**src/rtl/mtx_pkg.sv**
```systemverilog
package mtx_pkg;
  localparam int REG_AW = 2;

  localparam logic [REG_AW-1:0] ADDR_CTRL = 2'd0;
  localparam logic [REG_AW-1:0] ADDR_STAT = 2'd1;
  localparam logic [REG_AW-1:0] ADDR_DATA = 2'd2;

  localparam int CTRL_IEN_BIT   = 7;
  localparam int STAT_EMPTY_BIT = 7;
  localparam int STAT_DONE_BIT  = 6;

  typedef struct packed {
    logic       ien;
    logic [1:0] rate;
  } mtx_cfg_t;
endpackage

```
**src/rtl/mtx_baud.sv**
```systemverilog
module mtx_baud #(
  parameter int DIV_BASE = 372
) (
  input  logic       clk,
  input  logic       rst,
  input  logic       run,
  input  logic [1:0] rate,
  output logic       tick
);
  localparam int HALF_BASE = DIV_BASE / 2;
  localparam int MAX_HALF  = HALF_BASE * 8;
  localparam int CNT_W     = $clog2(MAX_HALF);
  localparam int LW        = CNT_W + 1;

  logic [CNT_W-1:0] cnt_q;
  logic [LW-1:0]    half_len;
  logic [1:0]       shamt;

  always_comb begin
    shamt    = 2'd3 - rate;
    half_len = LW'(HALF_BASE) << shamt;
    // >= so that a rate change in the middle of a unit never makes the counter wrap
    tick     = run && ({1'b0, cnt_q} >= (half_len - LW'(1)));
  end

  always_ff @(posedge clk) begin
    if (rst || !run || tick) cnt_q <= '0;
    else                     cnt_q <= cnt_q + CNT_W'(1);
  end
endmodule

```
**src/rtl/mtx_shifter.sv**
```systemverilog
module mtx_shifter #(
  parameter int DATA_W = 8
) (
  input  logic              clk,
  input  logic              rst,
  input  logic              tick,
  input  logic              pending,
  input  logic [DATA_W-1:0] hold_byte,
  output logic              load,
  output logic              done,
  output logic              busy,
  output logic              ser_out
);
  localparam int BIT_W = $clog2(DATA_W);
  localparam logic [BIT_W-1:0] LAST_BIT = BIT_W'(DATA_W - 1);

  logic              busy_q, phase_q, out_q;
  logic [BIT_W-1:0]  bit_q;
  logic [DATA_W-1:0] sreg_q;
  logic              last_unit;

  always_comb begin
    last_unit = busy_q && tick && phase_q && (bit_q == LAST_BIT);
    load      = pending && (!busy_q || last_unit);
    done      = last_unit && !pending;
  end

  always_ff @(posedge clk) begin
    if (rst) begin
      busy_q  <= 1'b0;
      phase_q <= 1'b0;
      bit_q   <= '0;
      sreg_q  <= '0;
      out_q   <= 1'b0;
    end else if (load) begin
      sreg_q  <= hold_byte;
      busy_q  <= 1'b1;
      phase_q <= 1'b0;
      bit_q   <= '0;
      out_q   <= hold_byte[DATA_W-1];
    end else if (done) begin
      busy_q  <= 1'b0;
      phase_q <= 1'b0;
      out_q   <= 1'b0;
    end else if (busy_q && tick) begin
      if (!phase_q) begin
        phase_q <= 1'b1;
        out_q   <= ~sreg_q[DATA_W-1];
      end else begin
        phase_q <= 1'b0;
        bit_q   <= bit_q + BIT_W'(1);
        sreg_q  <= sreg_q << 1;
        out_q   <= sreg_q[DATA_W-2];
      end
    end
  end

  assign busy    = busy_q;
  assign ser_out = out_q;


  idle_low_chk: assert property (@(posedge clk) disable iff (rst)
    !busy_q |-> !out_q);


  mid_flip_chk: assert property (@(posedge clk) disable iff (rst)
    (busy_q && tick && !phase_q) |=> (out_q != $past(out_q)));


  hold_level_chk: assert property (@(posedge clk) disable iff (rst)
    (busy_q && !tick) |=> $stable(out_q));


  no_gap_chk: assert property (@(posedge clk) disable iff (rst)
    (last_unit && pending) |=> busy_q);
endmodule

```
**src/rtl/mtx_regs.sv**
```systemverilog
module mtx_regs
  import mtx_pkg::*;
#(
  parameter int DATA_W = 8
) (
  input  logic              clk,
  input  logic              rst,
  input  logic [REG_AW-1:0] addr,
  input  logic              wr,
  input  logic              rd,
  input  logic [DATA_W-1:0] wdata,
  output logic [DATA_W-1:0] rdata,
  input  logic              load,
  input  logic              done,
  output logic [DATA_W-1:0] hold_byte,
  output logic              pending,
  output mtx_cfg_t          cfg,
  output logic              irq
);
  mtx_cfg_t          cfg_q;
  logic [DATA_W-1:0] hold_q, rdata_q, rd_mux;
  logic              pend_q, empty_q, cmpl_q, arm_q, irq_q;
  logic              wr_ctrl, wr_data, rd_stat;
  logic              unused_wbits;

  assign unused_wbits = ^wdata[CTRL_IEN_BIT-1:2];

  always_comb begin
    wr_ctrl = wr && (addr == ADDR_CTRL);
    wr_data = wr && (addr == ADDR_DATA);
    rd_stat = rd && (addr == ADDR_STAT);
    rd_mux  = '0;
    case (addr)
      ADDR_CTRL: begin
        rd_mux[CTRL_IEN_BIT] = cfg_q.ien;
        rd_mux[1:0]          = cfg_q.rate;
      end
      ADDR_STAT: begin
        rd_mux[STAT_EMPTY_BIT] = empty_q;
        rd_mux[STAT_DONE_BIT]  = cmpl_q;
      end
      ADDR_DATA: rd_mux = hold_q;
      default:   rd_mux = '0;
    endcase
  end

  always_ff @(posedge clk) begin
    if (rst) begin
      cfg_q   <= '0;
      hold_q  <= '0;
      pend_q  <= 1'b0;
      empty_q <= 1'b1;
      cmpl_q  <= 1'b1;
      arm_q   <= 1'b0;
      rdata_q <= '0;
      irq_q   <= 1'b0;
    end else begin
      if (wr_ctrl) cfg_q <= '{ien: wdata[CTRL_IEN_BIT], rate: wdata[1:0]};

      if (wr_data) begin
        hold_q <= wdata;
        pend_q <= 1'b1;
      end else if (load) begin
        pend_q <= 1'b0;
      end

      if (wr_data)                 arm_q <= 1'b0;
      else if (rd_stat && empty_q) arm_q <= 1'b1;

      if (wr_data && arm_q) empty_q <= 1'b0;
      else if (load)        empty_q <= 1'b1;

      if (load)      cmpl_q <= 1'b0;
      else if (done) cmpl_q <= 1'b1;

      irq_q <= cfg_q.ien && cmpl_q;

      if (rd) rdata_q <= rd_mux;
    end
  end

  assign rdata     = rdata_q;
  assign hold_byte = hold_q;
  assign pending   = pend_q;
  assign cfg       = cfg_q;
  assign irq       = irq_q;


  empty_clear_chk: assert property (@(posedge clk) disable iff (rst)
    $fell(empty_q) |-> $past(wr_data && arm_q));


  empty_set_chk: assert property (@(posedge clk) disable iff (rst)
    $rose(empty_q) |-> $past(load));


  cmpl_set_chk: assert property (@(posedge clk) disable iff (rst)
    $rose(cmpl_q) |-> $past(done));


  cmpl_clear_chk: assert property (@(posedge clk) disable iff (rst)
    $fell(cmpl_q) |-> $past(load));
endmodule

```
**src/rtl/mtx_encoder.sv**
```systemverilog
module mtx_encoder
  import mtx_pkg::*;
#(
  parameter int DIV_BASE = 372,
  parameter int DATA_W   = 8
) (
  input  logic              clk,
  input  logic              rst,
  input  logic [REG_AW-1:0] bus_addr,
  input  logic              bus_wr,
  input  logic              bus_rd,
  input  logic [DATA_W-1:0] bus_wdata,
  output logic [DATA_W-1:0] bus_rdata,
  output logic              ser_out,
  output logic              irq
);
  mtx_cfg_t          cfg;
  logic [DATA_W-1:0] hold_byte;
  logic              pending, load, done, busy, tick;

  mtx_regs #(.DATA_W(DATA_W)) u_regs (
    .clk(clk), .rst(rst), .addr(bus_addr), .wr(bus_wr), .rd(bus_rd),
    .wdata(bus_wdata), .rdata(bus_rdata), .load(load), .done(done),
    .hold_byte(hold_byte), .pending(pending), .cfg(cfg), .irq(irq)
  );

  mtx_baud #(.DIV_BASE(DIV_BASE)) u_baud (
    .clk(clk), .rst(rst), .run(busy), .rate(cfg.rate), .tick(tick)
  );

  mtx_shifter #(.DATA_W(DATA_W)) u_shift (
    .clk(clk), .rst(rst), .tick(tick), .pending(pending),
    .hold_byte(hold_byte), .load(load), .done(done), .busy(busy),
    .ser_out(ser_out)
  );
endmodule

```
**config.mk**
```make
export PLATFORM = sky130hd
export DESIGN_NAME = mtx_encoder
export DESIGN_NICKNAME = d
export VERILOG_FILES = /design/src/rtl/mtx_pkg.sv /design/src/rtl/mtx_baud.sv /design/src/rtl/mtx_shifter.sv /design/src/rtl/mtx_regs.sv /design/src/rtl/mtx_encoder.sv
export SDC_FILE = /design/constraint.sdc
export NUM_CORES = 1
export LEC_CHECK = 0
export BUFFER_PORTS_ARGS = -buffer_cell sky130_fd_sc_hd__buf_2
export CAP_MARGIN = 10
export CORE_UTILIZATION = 58
export CTS_CLUSTER_SIZE = 8
export DETAILED_ROUTE_END_ITERATION = 8
export PLACE_DENSITY = 0.79
export SLEW_MARGIN = 20
export SYNTH_ARGS = -nofsm -noshare
export SYNTH_HDL_FRONTEND = slang
export SYNTH_SLANG_ARGS = --single-unit
```
**constraint.sdc**
```tcl
create_clock -name clk -period 3.5 [get_ports clk]
set_clock_uncertainty 0.2 [all_clocks]
set_input_delay 0.175 -clock clk [delete_from_list [all_inputs] [get_ports clk]]
set_output_delay 0.175 -clock clk [all_outputs]
set_load 0.03 [all_outputs]
```
# [After elaboration in Yosys (flattened, before gate mapping)]
# Index checks and enable logic that the tools add are counted.
[word_totals] word_cells=77 out_inout_bits=10 reg_bits=49 input_bits=14
[classes] order_cmp=1 eq_ne=4 add_sub_neg=4 bitwise=2 shift=1 mux=21 n_reduce_logical=29
[op_table] operator="$mux 8" n=4
[op_table] operator="$mux 1" n=13
[op_table] operator="$ge 11x12->1" n=1
[op_table] operator="$logic_and 1x1->1" n=12
[op_table] operator="$shl 8x2->12 const A" n=1
[op_table] operator="$sub 12x1->12 const B" n=1
[op_table] operator="$add 11x1->11 const B" n=1
[op_table] operator="$reduce_bool 2->1" n=5
[op_table] operator="$reduce_and 3->1" n=2
[op_table] operator="$mux 4" n=1
[op_table] operator="$pmux 2 s2" n=1
[op_table] operator="$reduce_or 2->1" n=2
[op_table] operator="$add 3x1->3 const B" n=1
[op_table] operator="$eq 3x3->1 const B" n=1
[op_table] operator="$logic_or 1x1->1" n=3
[op_table] operator="$pmux 1 s3" n=1
[op_table] operator="$reduce_bool 3->1" n=1
[op_table] operator="$reduce_or 3->1" n=1
[op_table] operator="$eq 2x1->1 const B" n=1
[op_table] operator="$eq 2x2->1 const B" n=1
[op_table] operator="$logic_not 1->1" n=2
[op_table] operator="$logic_not 2->1" n=1
[op_table] operator="$ne 2x2->1 const B" n=1
[op_table] operator="$not 1->1" n=2
[op_table] operator="2 further kinds" n=2

# [Logic depth before layout (Yosys ltp)]
# Gate-level depths: netlist (run 1).
[logic_depth] ltp_word=12 depth_mapped=12 depth_no_buf=11

# [Modules after synthesis]
# A second synthesis (run 1) with hierarchy kept.
[unflattened] hier_cells=276 hier_area_um2=2494.9
[by_module_without_submodules] module="mtx_regs" area_per_inst_um2=934.6 cells_per_inst=108 seq_area_each_um2=480.5 instances=1
[by_module_without_submodules] module="mtx_baud" area_per_inst_um2=807.0 cells_per_inst=89 seq_area_each_um2=220.2 instances=1
[by_module_without_submodules] module="mtx_shifter" area_per_inst_um2=753.2 cells_per_inst=79 seq_area_each_um2=280.3 instances=1

# [Least setup slack after synthesis (run 1)]
# Ideal clock, no wire load.
[synth_timing] kind="register -> register" start="register u_regs.cfg_q (netlist bit u_regs.cfg[0])" end="register u_shift.sreg_q[6]" path_buffers=1 period_less_slack_ns=2.693 slack_ns=0.807 path_stages_with_launch=13 setup_time_ns=0.086 t_required_ns=3.214 arrival_time_ns=2.408 path_cell_list="dfxtp_1 > inv_1 > ha_1 > inv_1 > ha_1 > ha_1 > nand2_1 > o21a_1 > o31a_4 > a21o_2 > buf_4 > mux2i_1 > a211oi_1"
[synth_between] elab_chain_cells=12 word_cells_on_any_way=16 classes_between="2 x add/sub; 1 x order compare; 1 x eq/ne; 1 x shift; 1 x mux; 10 x reduce/logical"
[synth_lines] item="from (decl)" line="mtx_regs.sv:20" text="mtx_cfg_t cfg_q;"
[synth_lines] item="from (signal assigned)" line="mtx_regs.sv:58" text="if (wr_ctrl) cfg_q <= '{ien: wdata[CTRL_IEN_BIT], rate: wdata[1:0]};"
[synth_lines] item="$sub 2x2->2 (*)" line="mtx_baud.sv:20" text="shamt = 2'd3 - rate;"
[synth_lines] item="$shl 8x2->12 (*)" line="mtx_baud.sv:21" text="half_len = LW'(HALF_BASE) << shamt;"
[synth_lines] item="$sub 12x1->12 (*)" line="mtx_baud.sv:23" text="tick = run && ({1'b0, cnt_q} >= (half_len - LW'(1)));"
[synth_lines] item="$ge 11x12->1 (*)" line="mtx_baud.sv:23"
[synth_lines] item="$logic_and 1x1->1 (*)" line="mtx_baud.sv:23"
[synth_lines] item="$logic_and 1x1->1 (*)" line="mtx_shifter.sv:23, mtx_shifter.sv:45"
[synth_lines] item="$logic_and 1x1->1 (2 in series)" line="mtx_shifter.sv:23" text="last_unit = busy_q && tick && phase_q && (bit_q == LAST_BIT);"
[synth_lines] item="$logic_or 1x1->1" line="mtx_shifter.sv:24" text="load = pending && (!busy_q || last_unit);"
[synth_lines] item="$logic_and 1x1->1" line="mtx_shifter.sv:24"
[synth_lines] item="$ne 2x2->1 (no source line) / $reduce_bool 2->1 (equally long branches)"
[synth_lines] item="$reduce_and 3->1 (no source line)"
[synth_lines] item="to (signal assigned)" line="mtx_shifter.sv:36" text="sreg_q <= hold_byte;"
[synth_lines] item="to (signal assigned)" line="mtx_shifter.sv:52" text="sreg_q <= sreg_q << 1;"
[synth_lines] item="to (decl)" line="mtx_shifter.sv:19" text="logic [DATA_W-1:0] sreg_q;"
# Mark *: on every way between the ends. The rest lies on a longest branch, timed or not.
# A chain may end at the register's enable or synchronous reset.

# [Worst setup path after layout (run 1)]
[layout_timing] start="register u_regs.cfg_q (netlist bit u_regs.cfg[0])" end="register u_shift.sreg_q[2]"
# The elaborated chain is that of the path after synthesis.

==> results of run 1 <==
## final timing paths
kind	start	end	slack (ns)	cells past startpoint
max	u_regs.cfg[0]$_SDFFE_PP0P_	u_shift.sreg_q[2]$_SDFFE_PP0P_	0.56	11
min	bus_rd	u_regs.rdata[6]$_SDFFE_PP0P_	0.07	3
max reg2reg	u_regs.cfg[0]$_SDFFE_PP0P_	u_shift.sreg_q[2]$_SDFFE_PP0P_	0.56	11
min reg2reg	u_regs.rdata[5]$_SDFFE_PP0P_	u_regs.rdata[5]$_SDFFE_PP0P_	0.27	2
## metrics by stage
stage | total power (uW) | std cells
floorplan | 638 | 271
global placement | 662 | 334
detailed placement | 662 | 334
CTS | 995 | 352
global route | 1030 | 352
finish | 990 | 352
## cell usage after synthesis (6+ instances only)
| cell | count | area (um2) |
|---|---|---|
| dfxtp_1 | 49 | 981 |
| a211oi_1 | 10 | 75.1 |
| inv_1 | 12 | 45.0 |
| ha_1 | 23 | 288 |
| nand2_1 | 30 | 113 |
| nor2_1 | 24 | 90.1 |
| nand3_1 | 12 | 60.1 |
| mux2i_1 | 10 | 100 |
| nand2b_1 | 6 | 37.5 |
| a21oi_1 | 30 | 150 |
| clkbuf_1 | 7 | 26.3 |
| xor2_1 | 6 | 52.6 |
## cell families after synthesis
group | Yosys count | share of synthesized area
compound gates | 69 | 0.190
buf+inv | 22 | 0.0365
xor+xnor | 11 | 0.0402
fa+ha+maj | 23 | 0.120
flops | 49 | 0.409
mux | 10 | 0.0417
simple gates | 87 | 0.163
## sequential cells by signal, indices dropped and copies added (netlist names)
signal            count
u_baud.cnt_q         11
u_regs.arm_q          1
u_regs.cfg            3
u_regs.cmpl_q         1
u_regs.empty_q        1
u_regs.hold_byte      8
u_regs.irq            1
u_regs.pending        1
u_regs.rdata          8
u_shift.bit_q         3
u_shift.busy          1
u_shift.phase_q       1
u_shift.ser_out       1
u_shift.sreg_q        8
## power groups by stage
stage | Sequential [uW] | Combinational, uW | Clock [uW]
after floorplan | 595 | 43.5 | 0
after global placement | 592 | 69.7 | 0
after detailed placement | 592 | 70.5 | 0
after CTS | 579 | 78.9 | 337
after global routing | 581 | 90.4 | 356
final | 579 | 80.4 | 330
## per-layer routing
metal,up-vias,routed length [um],global-route usage,share of wire
li1,1008,-,-,-
met1,915,2440,0.340,0.49
met2,50,2210,0.392,0.44
met3,16,216,0.0569,0.043
met4,0,115,0.104,0.023
met5,-,0,0,0
## cell type report
type	count	area, um2
Clock inverter	2	15.0
Inverter	12	45.0
Multi-Input combinational cell	200	1330
Timing Repair Buffer	33	215
Tap cell	50	62.6
Clock buffer	6	72.6
Sequential cell	49	981
Fill cell	327	1250
## worst register-to-register path: cells and delay by family, from the launching register on
family	cells	cell delay, ns
AO/OA/AOI/OAI	4	1.10
adder cells (fa/ha/maj)	3	0.73
buffers and inverters	2	0.20
flip-flops	1	0.44
multiplexers	1	0.15
AND/OR/NAND/NOR	1	0.05
## repair_timing
item,4_1_cts,5_1_grt
endpoints found under the hold margin,11,0
hold buffers,10,0
setup buffers,0,0
==> summary by stage, run 1 <==
STA
Based on the critical path, the design can be clocked at up to 340 MHz. In the final timing run, aggregate negative setup slack is 0 ns. Setup repair after global routing left no endpoint under its margin. The final count of hold timing violations was 0. The final clock period utilization by the worst path is 0.840. The actual transition at the worst max-transition pin is 0.710 ns. The worst relative slew slack is 0.527. The final number of max-transition violations is 0. The setup slack of the critical path after layout is 0.559 ns. The final critical path time including I/O delays and setup is 2.94 ns.

The worst hold-check slack is 0.0690 ns. Setup violations remaining at the end of the flow were counted as 0.

Layout
The share of the core filled with cells is 0.685. Leaving out fill and tap cells, the most frequent cell in the layout is dfxtp_1. The fraction of final layout cells sized beyond drive strength 1 is 0.123. In the layout the commonest cells are dfxtp_1 (49), nand2_1 (30), a21oi_1 (30).

The synthesis-to-layout area growth is 13.5%. With fillers left out, the area of the finished cells amounts to 2720 um2. After the last flow step, the layout net total stands at 338. The number of antenna cells inserted is 0.

Worst setup path
The kind of cell adding the most delay to the critical path is compound AO/OA/AOI/OAI gates. The number of buffer and inverter instances along the worst setup path is 2. The type of origin of the critical path is a register. The critical-path cell with the highest stage delay is dfxtp_1. The critical path class is reg -> reg. Of all nets on the critical path, the largest fanout is 6. The arrival time at the worst endpoint is 2.96 ns.

The cell that appears most often on the critical path is ha_1. For this run, the slowest stage of the critical path takes 0.44 ns. The worst setup path is captured at a register.

The critical path goes through inv_1 > ha_1 > inv_1 > ha_1 > ha_1 > nand2_1 > o21a_1 > o31a_4 > a21o_2 > mux2i_1 > a211oi_1. STA puts the critical path data required time at 3.52 ns.

Drt
The first-pass iteration count of the detailed router is 5. In this run the remaining antenna-violating nets after routing total 0. Across all layers, the routed design uses 1989 vias. After detailed routing, the number of vias per cell comes to 5.65.

In the final routed layout, each cell accounts on average for 14.2 um. After the first detailed-routing iteration, the DRC count stood at 86. The total detailed-routing wirelength is 4980 um. After detailed routing, the number of remaining DRC violations is 0.

Clock network
For the worst-skew pair, the clock arrives at the later sink with an insertion delay of 0.31 ns. The root buffer cell is clkbuf_8. The deepest clock path buffer count is 2. The number of buffers added by the clock tree synthesis step is 5.

The post-CTS resize count is 0. After clock tree synthesis, the clock-pin slew on the worst setup and hold paths is 0.09 ns. The clock tree from TritonCTS is done.

The maximum level of the CTS H-tree is 2. The count of clock tree sinks is 49.

Global route
The overall overflow remaining after global route is 0. The overall track demand over capacity in global routing is 0.254. The maximum number of pins on one net before global-route repair is 40. The number of global-route vias before repair is 1837.

The first global-routing pass estimated 8380 um of wire. The initial antenna violation count is 0.

Logic synthesis
Dividing the synthesized area by the synthesized cell count gives 8.85 um2. Yosys printed 0 warnings. The gate count of the mapped netlist is 271.

The distinct cell type count after synthesis is 43. For this run, the register share of the synthesized area comes to 0.409. Synthesis inferred 49 register bits.

The most used flip-flop cell after synthesis is dfxtp_1. After synthesis the cells add up to 2400 um2. After synthesis, the share of flip-flops with an asynchronous set or reset is 0. The post-synthesis net count is 308. Counting flops with a built-in enable in the synthesized netlist gives 0.

Power
The combinational group share of total power is 0.081. IR analysis of the VDD net gives a maximum drop of 0.000269 V. The power density of the placed cells is 364 nW/um2. The internal portion of the total power is 744 uW. The switching share of power is 0.249. The power share of the sequential group is 0.585. Of the total power, the clock network draws 0.334.

For this design the total switching power over the nets is 246 uW. For this design the static power due to leakage is 0.00111 uW.

Floorplan
The die covers 4400 um2. The area of the core is 3970 um2. From bottom edge to top edge, the die measures 66.3 um. 24 I/O pins were placed. The floorplan has 23 rows. The starting density of the core is 0.604. The width of the die is 66.3 um.

Worst hold path
The type of the worst min-delay path is in -> reg.

Placement
The global placement routability congestion is 0.834. The half-perimeter wire length after detailed placement is 3400 um. During placement, the flow inserted port buffers numbering 23. The worst setup slack before clock tree synthesis is 0.608 ns. Summing all placed instances gives a cell area of 2530 um2.

Outcome
The flow ran to the end, and the final reports show no timing, DRC or antenna violations.

Run
Max-cap violations in this run came to 0.
(Power assumes the default switching activity.)
==> inputs of run 2 (changes only) <==
--- a/config.mk
+++ b/config.mk
@@ -5,12 +5,13 @@
 export SDC_FILE = /design/constraint.sdc
 export NUM_CORES = 1
 export LEC_CHECK = 0
+export ABC_AREA = 1
 export BUFFER_PORTS_ARGS = -buffer_cell sky130_fd_sc_hd__buf_2
 export CAP_MARGIN = 10
-export CORE_UTILIZATION = 58
+export CORE_UTILIZATION = 53
 export CTS_CLUSTER_SIZE = 8
 export DETAILED_ROUTE_END_ITERATION = 8
-export PLACE_DENSITY = 0.79
+export PLACE_DENSITY = 0.75
 export SLEW_MARGIN = 20
 export SYNTH_ARGS = -nofsm -noshare
 export SYNTH_HDL_FRONTEND = slang
==> constraint.sdc (replaced) <==
create_clock -name clk -period 2.41 [get_ports clk]
set_clock_uncertainty 0.2 [all_clocks]
set_input_delay 0.1205 -clock clk [delete_from_list [all_inputs] [get_ports clk]]
set_output_delay 0.1205 -clock clk [all_outputs]
set_load 0.03 [all_outputs]
==> run 2 against run 1 <==
  * Global-route usage rose by 2.2 points
  * Final area rose by 29%
  * The run now ends with negative setup slack left
  * Setup slack got worse by 0.76 ns
  * Largest cell class unchanged
  * Clock power rose by 59%
  * Flip-flop and latch count did not move
  * Core utilization rose by 9.1 points
  * Critical endpoint is now u_shift.sreg_q[5]$_SDFFE_PP0P_
==> summary by stage, run 2 <==
Worst hold path
The tightest min-delay check is of the in -> reg type. The number of cells traversed by the worst hold path is 4.

STA
The highest achievable clock rate is 383 MHz. The setup slack of the critical path after layout is -0.202 ns. The final number of max-transition violations is 0. Setup repair after global routing could not meet its margin everywhere. The count of endpoints failing setup in the final report is 28. Dividing the final minimum period by the clock period gives 1.08. The worst relative slew slack is 0.456. The actual transition at the worst max-transition pin is 0.815 ns.

The final critical path time including I/O delays and setup is 2.61 ns. The final count of hold timing violations was 0.

Power
Dividing total power by cell area gives a power density of 454 nW/um2. The worst ir drop on vdd is 0.000442 V. The static leakage power is 0.00158 uW.

Drt
After detailed routing, the number of remaining DRC violations is 0. Summing over every cut layer, the via total after detailed routing is 2494. The detail route stage leaves a number of antenna-violating nets equal to 0. The per-cell routed wire length is 15.7 um.

The first-pass iteration count of the detailed router is 5. The via-per-instance ratio is 5.55. The total detailed-routing wirelength is 7060 um. The first-iteration detailed-routing DRC count is 254.

Worst setup path
STA classifies the critical path startpoint as a register. The critical path endpoint category is a register. The number of cells on the worst reg-to-reg path is 16.

The maximum net fanout on the critical path is 6. Walking the worst path, the cells encountered are inv_6 > ha_4 > buf_4 > ha_4 > nand2_1 > inv_1 > nand2_1 > nor2_2 > nand2_2 > nand3_4 > nand4_4 > nand2_8 > nand2_8 > nand3b_1 > nand2_1 > nor2_1. Counting stages on the worst path, the most repeated cell is nand2_1. The start point of the critical path is u_regs.cfg[0]$_SDFFE_PP0P_. Setup slack on the worst reg-to-reg path comes out at -0.20 ns. The largest single stage delay on the critical path is 0.41 ns.

The critical-path cell with the highest stage delay is dfxtp_4. The critical register-to-register path endpoint is u_shift.sreg_q[5]$_SDFFE_PP0P_. The arrival time at the worst endpoint is 2.67 ns. At the worst endpoint, the required time is 2.47 ns. The capturing element of the worst setup path is u_shift.sreg_q[5]$_SDFFE_PP0P_. The startpoint of the lowest-slack register-to-register path is u_regs.cfg[0]$_SDFFE_PP0P_. The critical path is of the reg -> reg type.

Layout
The number of flip-flops in the largest register is 11. The top cell types in the final layout, fill and taps aside, are nand2_1 (55), dfxtp_1 (47), nor2_1 (39). Leaving out fill and tap cells, the most frequent cell in the layout is nand2_1. u_baud.cnt_q holds more flip-flops than any other register.

The share of the core filled with cells is 0.777. Summing all non-filler instances in the final layout gives an area of 3500 um2. The net count reported at finish is 433. For this run, the number of standard cells in the final layout without fillers is 449.

The fraction of final layout cells sized beyond drive strength 1 is 0.277. The number of antenna cells inserted is 0. Compared with the post-synthesis result, the final layout area differs by 36.1%.

Logic synthesis
After synthesis, the cell types taking the most area are dfxtp_1 (38%), ha_1 (11%), nand2_1 (8.8%), inv_1 (6.3%), nor2_1 (6.0%). The mux cell area share after synthesis is 0. The commonest register cell after synthesis is dfxtp_1. Of the post-synthesis cell area, the dominant cell type holds 0.382. Of the total synthesized cell area, the portion taken by XOR and XNOR cells is 0.0273. For this run, the register share of the synthesized area comes to 0.382.

The dominant cell by count in the synthesized netlist is nand2_1. dfxtp_1 takes more of the synthesized area than any other cell. The gate count of the mapped netlist is 332. The flip-flop and latch count after synthesis is 49. The share of the synthesized area in compound gates (AO/OA/AOI/OAI) is 0.114.

In this run the mean area of a mapped cell was 7.74 um2. The synthesized design contains 0 enable-type register cells. In this run, distinct cell masters in the synthesized netlist total 34. After synthesis, the most frequently instantiated cells are nand2_1 (60), dfxtp_1 (49), inv_1 (43), nor2_1 (41), ha_1 (23).

By area, the combinational part of the netlist is dominated by simple AND/OR/NAND/NOR gates. The share of synthesized registers carrying an async set or reset is 0. Of the total synthesized cell area, the portion taken by AND, OR, NAND and NOR gates is 0.272.

Of the total synthesized cell area, the portion taken by full adders, half adders and majority gates is 0.112. The post-synthesis net count is 369. The Yosys step of the flow raised 0 warnings. The post-synthesis cell area is 2570 um2.

Clock network
The count of clock tree sinks is 49. The maximum level of the CTS H-tree is 2. Clock latency on the worst-skew pair, taken at its later pin, is 0.31 ns. The deepest clock path buffer count is 2. The clock transition at the registers of the reported paths is 0.09 ns. The root buffer cell chosen for the clock tree is clkbuf_8. The clock tree from TritonCTS is done. The number of buffers added by the clock tree synthesis step is 5.

Run
The reported max-cap violation count is 0.

Placement
In this run the tool buffered the top-level ports with 23 buffer cells. After legalization and detailed placement, the total HPWL measured 3530 um. The global placement routability congestion is 0.779. The cell area after placement is 2800 um2. In this run, placement finished with an instance count of 409.

Outcome
The run finished, with violations left. The final reports fail on negative setup slack.

Global route
Entering global routing, the biggest net connects 26 pins. The met2 capacity usage during global routing is 0.466. After global routing the overflow that remains totals 0. In the global route stage, overall resource usage came out at 0.276.

The number of global-route vias before repair is 2327. The peak-usage layer in the global routing report is met2. The global routing usage on met1 is 0.346. The met3 track demand over resource in global routing is 0.0591.

The initial antenna violation count is 0. The wire length of the first global-routing pass is 11000 um.

Floorplan
After floorplanning, the core was divided into 24 placement rows. The floorplan die height is 71.7 um. The area of the core is 4500 um2. The die area is 5130 um2. The I/O pin total is 24. For this configuration, the core starts out at a cell density of 0.571. The floorplan step set the die width to 71.7 um.
## run 2: cell types whose count changed after synthesis, moves of 4 or more
cell / change
o21ai_0: +17
nand2_4: +4
nand3_1: +10
nor2_1: +17
inv_1: +31
a21oi_1: -11
a211oi_1: -10
nand2_1: +30
nor3_1: -4
mux2i_1: -10
nand3b_1: +6
nand2b_1: -6
## run 2: where the power goes
part           total [uW]  leakage [uW]  switching [uW]  internal, uW
clock                 525     0.0000512             291           233
sequential            855      0.000399            25.2           830
combinational         208       0.00113             113          95.2
## run 2: final cells by class
class | instances | area [um2]
Tap cell | 52 | 65.1
Fill cell | 281 | 1010
Inverter | 45 | 181
Clock buffer | 6 | 82.6
Multi-Input combinational cell | 232 | 1670
Timing Repair Buffer | 63 | 494
Clock inverter | 2 | 13.8
Sequential cell | 49 | 988
## run 2: kinds of logic after synthesis
group,after synthesis
simple gates,145
compound gates,50
buf+inv,57
fa+ha+maj,23
xor+xnor,8
flops,49
## run 2: through the flow
step                      power (uW)  TNS (ns)  hold WS [ns]  setup WS [ns]
after floorplan                  961         0        0.0724       0.000113
after global placement          1000    -0.604         0.173        -0.0825
after detailed placement        1010     -1.33         0.174         -0.134
after CTS                       1560    -0.500        0.0344        -0.0641
after global routing            1650     -5.70        0.0598         -0.320
final                           1590     -2.95        0.0364         -0.202
## run 2: worst min-delay path by stage
stage,start,endpoint,slack [ns]
6_report,bus_addr[0],u_regs.rdata[7]$_SDFFE_PP0P_,0.04
2_1_floorplan,bus_wdata[7],u_regs.cfg[2]$_SDFFE_PP0P_,0.07
3_5_place_dp,bus_wdata[6],u_regs.hold_byte[6]$_SDFFE_PP0P_,0.17
3_3_place_gp,bus_wdata[3],u_regs.hold_byte[3]$_SDFFE_PP0P_,0.17
5_1_grt,bus_addr[0],u_regs.rdata[7]$_SDFFE_PP0P_,0.06
4_1_cts,bus_addr[1],u_regs.rdata[7]$_SDFFE_PP0P_,0.03
## run 2: routing by layer
layer / vias to the layer above / part of all wire
li1: 1215 / -
met1: 1176 / 0.44
met2: 82 / 0.49
met3: 21 / 0.052
met4: 0 / 0.025
met5: - / 0
## run 2: what timing repair did
action                     4_1_cts  5_1_grt
setup endpoints to repair       16       28
setup buffers                    8        3
hold endpoints to repair        21        0
gates resized for setup         37       24
hold buffers                    14        0
pin swaps                       16       18
cloned                           5        2
## run 2: critical path, delay by kind of cell, from the launching register on
| kind | cells | cell delay, ns |
|---|---|---|
| AND/OR/NAND/NOR | 11 | 1.23 |
| adder cells (fa/ha/maj) | 2 | 0.43 |
| flip-flops | 1 | 0.41 |
| buffers and inverters | 3 | 0.28 |
==> inputs of run 3 (changes only) <==
--- a/config.mk
+++ b/config.mk
@@ -11,7 +11,8 @@
 export CORE_UTILIZATION = 53
 export CTS_CLUSTER_SIZE = 8
 export DETAILED_ROUTE_END_ITERATION = 8
-export PLACE_DENSITY = 0.75
+export PLACE_DENSITY = 0.73
+export REMOVE_ABC_BUFFERS = 1
 export SLEW_MARGIN = 20
 export SYNTH_ARGS = -nofsm -noshare
 export SYNTH_HDL_FRONTEND = slang
==> run 3 against run 2 <==
  * The flow still finishes with violations (negative setup slack)
  * Global-route usage decreased by 3.5 points
  * Count of clock-buffer cells in the layout unchanged
  * First-iteration DRC count decreased by 13%
  * Critical path type unchanged
  * Largest power group unchanged
  * Highest routed layer unchanged
==> summary by stage, run 3 (synthesized netlist as in run 2, its figures left out) <==
Worst setup path
The startpoint of the lowest-slack register-to-register path is u_regs.cfg[1]$_SDFFE_PP0P_. The number of buffer and inverter instances along the worst setup path is 3. On the worst path, the slowest cell contributes a delay of 0.40 ns. The critical-path cell with the highest stage delay is dfxtp_4.

The maximum net fanout on the critical path is 5. Traced cell by cell, the critical path runs through inv_6 > ha_4 > xor2_2 > ha_1 > nand2_1 > inv_1 > nand2_2 > nor2_2 > nand2_2 > nand3_4 > nand4_4 > nand2_8 > nand2_8 > o21ai_1 > nand2_1 > inv_1 > nor2_1. At the worst endpoint, the arrival time is 2.53 ns.

Tracing the worst setup path back leads to its startpoint at u_regs.cfg[1]$_SDFFE_PP0P_. The critical path endpoint category is a register. The type of origin of the critical path is a register.

STA puts the critical path data required time at 2.42 ns. The setup path with the least slack is of type reg -> reg. The kind of cell adding the most delay to the critical path is simple AND/OR/NAND/NOR gates.

Drt
The number of nets with antenna violations after detailed routing is 0. The per-cell routed wire length is 14.4 um. The total detailed-routing wirelength is 6370 um. The total vias in the final route is 2439.

The first TritonRoute pass finished after 4 iterations. The via-per-instance ratio is 5.49. In the routed design, unresolved DRC markers number 0.

The detailed router finished its first iteration with 222 violations.

Floorplan
The initial utilization of the core area, before any placement, comes to 0.571. The width of the die is 71.7 um. 24 I/O pins were placed. The die area is 5130 um2. The initialized floorplan defines 24 standard-cell rows. The core region is 4500 um2. In this run the vertical extent of the chip is 71.7 um.

Clock network
The clock tree from TritonCTS is done. After clock tree synthesis, the clock-pin slew on the worst setup and hold paths is 0.09 ns. The maximum level of the CTS H-tree is 2.

Clock tree synthesis selected as its root buffer the cell clkbuf_8. The number of buffers added by the clock tree synthesis step is 5. Counting along the longest clock path gives a buffer depth of 2. Clock tree synthesis found a total of 49 sinks. The clock insertion delay at the later pin of the skew report is 0.30 ns.

Layout
The synthesis-to-layout area growth is 33.6%. The sequential cells in the finished layout cover a total of 988 um2. The fraction of final layout cells sized beyond drive strength 1 is 0.273. The net count reported at finish is 428. The count of placed standard cells in the final layout, fillers left out is 444. The largest register by flop count is u_baud.cnt_q. The number of antenna cells inserted is 0. Leaving out fill and tap cells, the most frequent cell in the layout is nand2_1.

The number of flip-flops in the largest register is 11. The total of fill cells in the finished design is 297. The share of the core filled with cells is 0.763. The multi-input logic area is 1640 um2. The post-route standard cell area excluding fillers is 3440 um2. The library cells used most frequently in the layout, excluding fill and tap cells, are nand2_1 (53), dfxtp_1 (47), inv_1 (39).

Placement
Once detailed placement completed, the half-perimeter wirelength came to 3600 um. The placed instance count is 410. The congestion estimate from routability-driven global placement came to 0.753. The cell area after placement is 2810 um2. In this run the tool buffered the top-level ports with 23 buffer cells.

Worst hold path
In this run the worst hold path is classified as in -> reg. In this run the most critical hold path is launched from bus_addr[1].

Global route
The initial antenna violation count was 0. The number of global-route vias before repair is 2107. The wire length of the first global-routing pass is 9780 um. The overall track demand over capacity in global routing is 0.241. Entering global routing, the biggest net connects 22 pins.

The overall overflow remaining after global route is 0.

Outcome
The flow ran to the end, but the final reports show violations. The final reports fail on negative setup slack.

Power
The worst ir drop on vdd is 0.000450 V. Dividing total power by cell area gives a power density of 450 nW/um2. Summed over all cells, the static leakage comes to 0.00155 uW.

STA
Derived from the worst setup path, the maximum achievable clock frequency is 396 MHz. Dividing the final minimum period by the clock period gives 1.05. Measured against its own limit, the worst slew margin works out to 0.488. Across all setup checks in the final design, the least slack found is -0.117 ns. For the pin with the worst max-slew slack, the measured transition is 0.767 ns. The final number of max-transition violations is 0. The final critical path time including I/O delays and setup is 2.53 ns. The final count of hold timing violations is 0. Adding up every negative setup slack in the final design gives -1.13 ns. Setup repair after global routing could not meet its margin everywhere. On the final layout, the worst hold slack is 0.0382 ns. Setup violations remaining at the end of the flow were counted as 17.

Run
Across the run, the number of max-cap violations was 0.
-- run 3: path summary, 6_finish.rpt --
path	end	slack, ns	cells after the start
max reg2reg	u_shift.sreg_q[6]$_SDFFE_PP0P_	-0.12	17
min reg2reg	u_regs.rdata[4]$_SDFFE_PP0P_	0.26	2
min	u_regs.rdata[7]$_SDFFE_PP0P_	0.04	4
max	u_shift.sreg_q[6]$_SDFFE_PP0P_	-0.12	17
-- run 3: report_power, final --
| group | internal (uW) | total [uW] | leakage (uW) | switching [uW] |
|---|---|---|---|---|
| clock | 207 | 484 | 0.0000456 | 277 |
| combinational | 97.1 | 210 | 0.00110 | 113 |
| sequential | 830 | 852 | 0.000399 | 22.4 |
| total | 1130 | 1550 | 0.00155 | 412 |
-- run 3: cell type report --
class                      count  area share
clock buffer                   6      0.0211
clock inverter                 2     0.00401
inverter                      45      0.0528
multi-input combinational    230       0.477
sequential                    49       0.288
tap                           52      0.0189
timing repair buffer          60       0.139
-- run 3: per-stage QoR --
stage	setup WS, ns	total power [uW]
detailed placement	-0.157	1010
CTS	-0.0829	1530
floorplan	-0.0708	951
finish	-0.117	1550
global route	-0.220	1610
global placement	-0.0920	1010
-- run 3: metal layers --
metal | global-route usage | vias to the layer above | share of wire
met3 | 0.0492 | 12 | 0.066
li1 | - | 1201 | -
met1 | 0.332 | 1128 | 0.45
met5 | 0 | - | 0
met2 | 0.375 | 98 | 0.47
met4 | 0.0871 | 0 | 0.013
-- run 3: what timing repair did --
action / 4_1_cts / 5_1_grt
gates resized for setup: 35 / 31
cloned: 4 / 2
hold endpoints to repair: 21 / 0
setup endpoints to repair: 17 / 28
buffers inserted: 4 / 3
hold buffers: 13 / 0
pin swaps: 4 / 24
-- run 3: tightest hold or removal path, cell delays in order --
cell	delay [ns]
buf_2	0.10
ha_1	0.13
a31o_2	0.09
a21oi_1	0.05
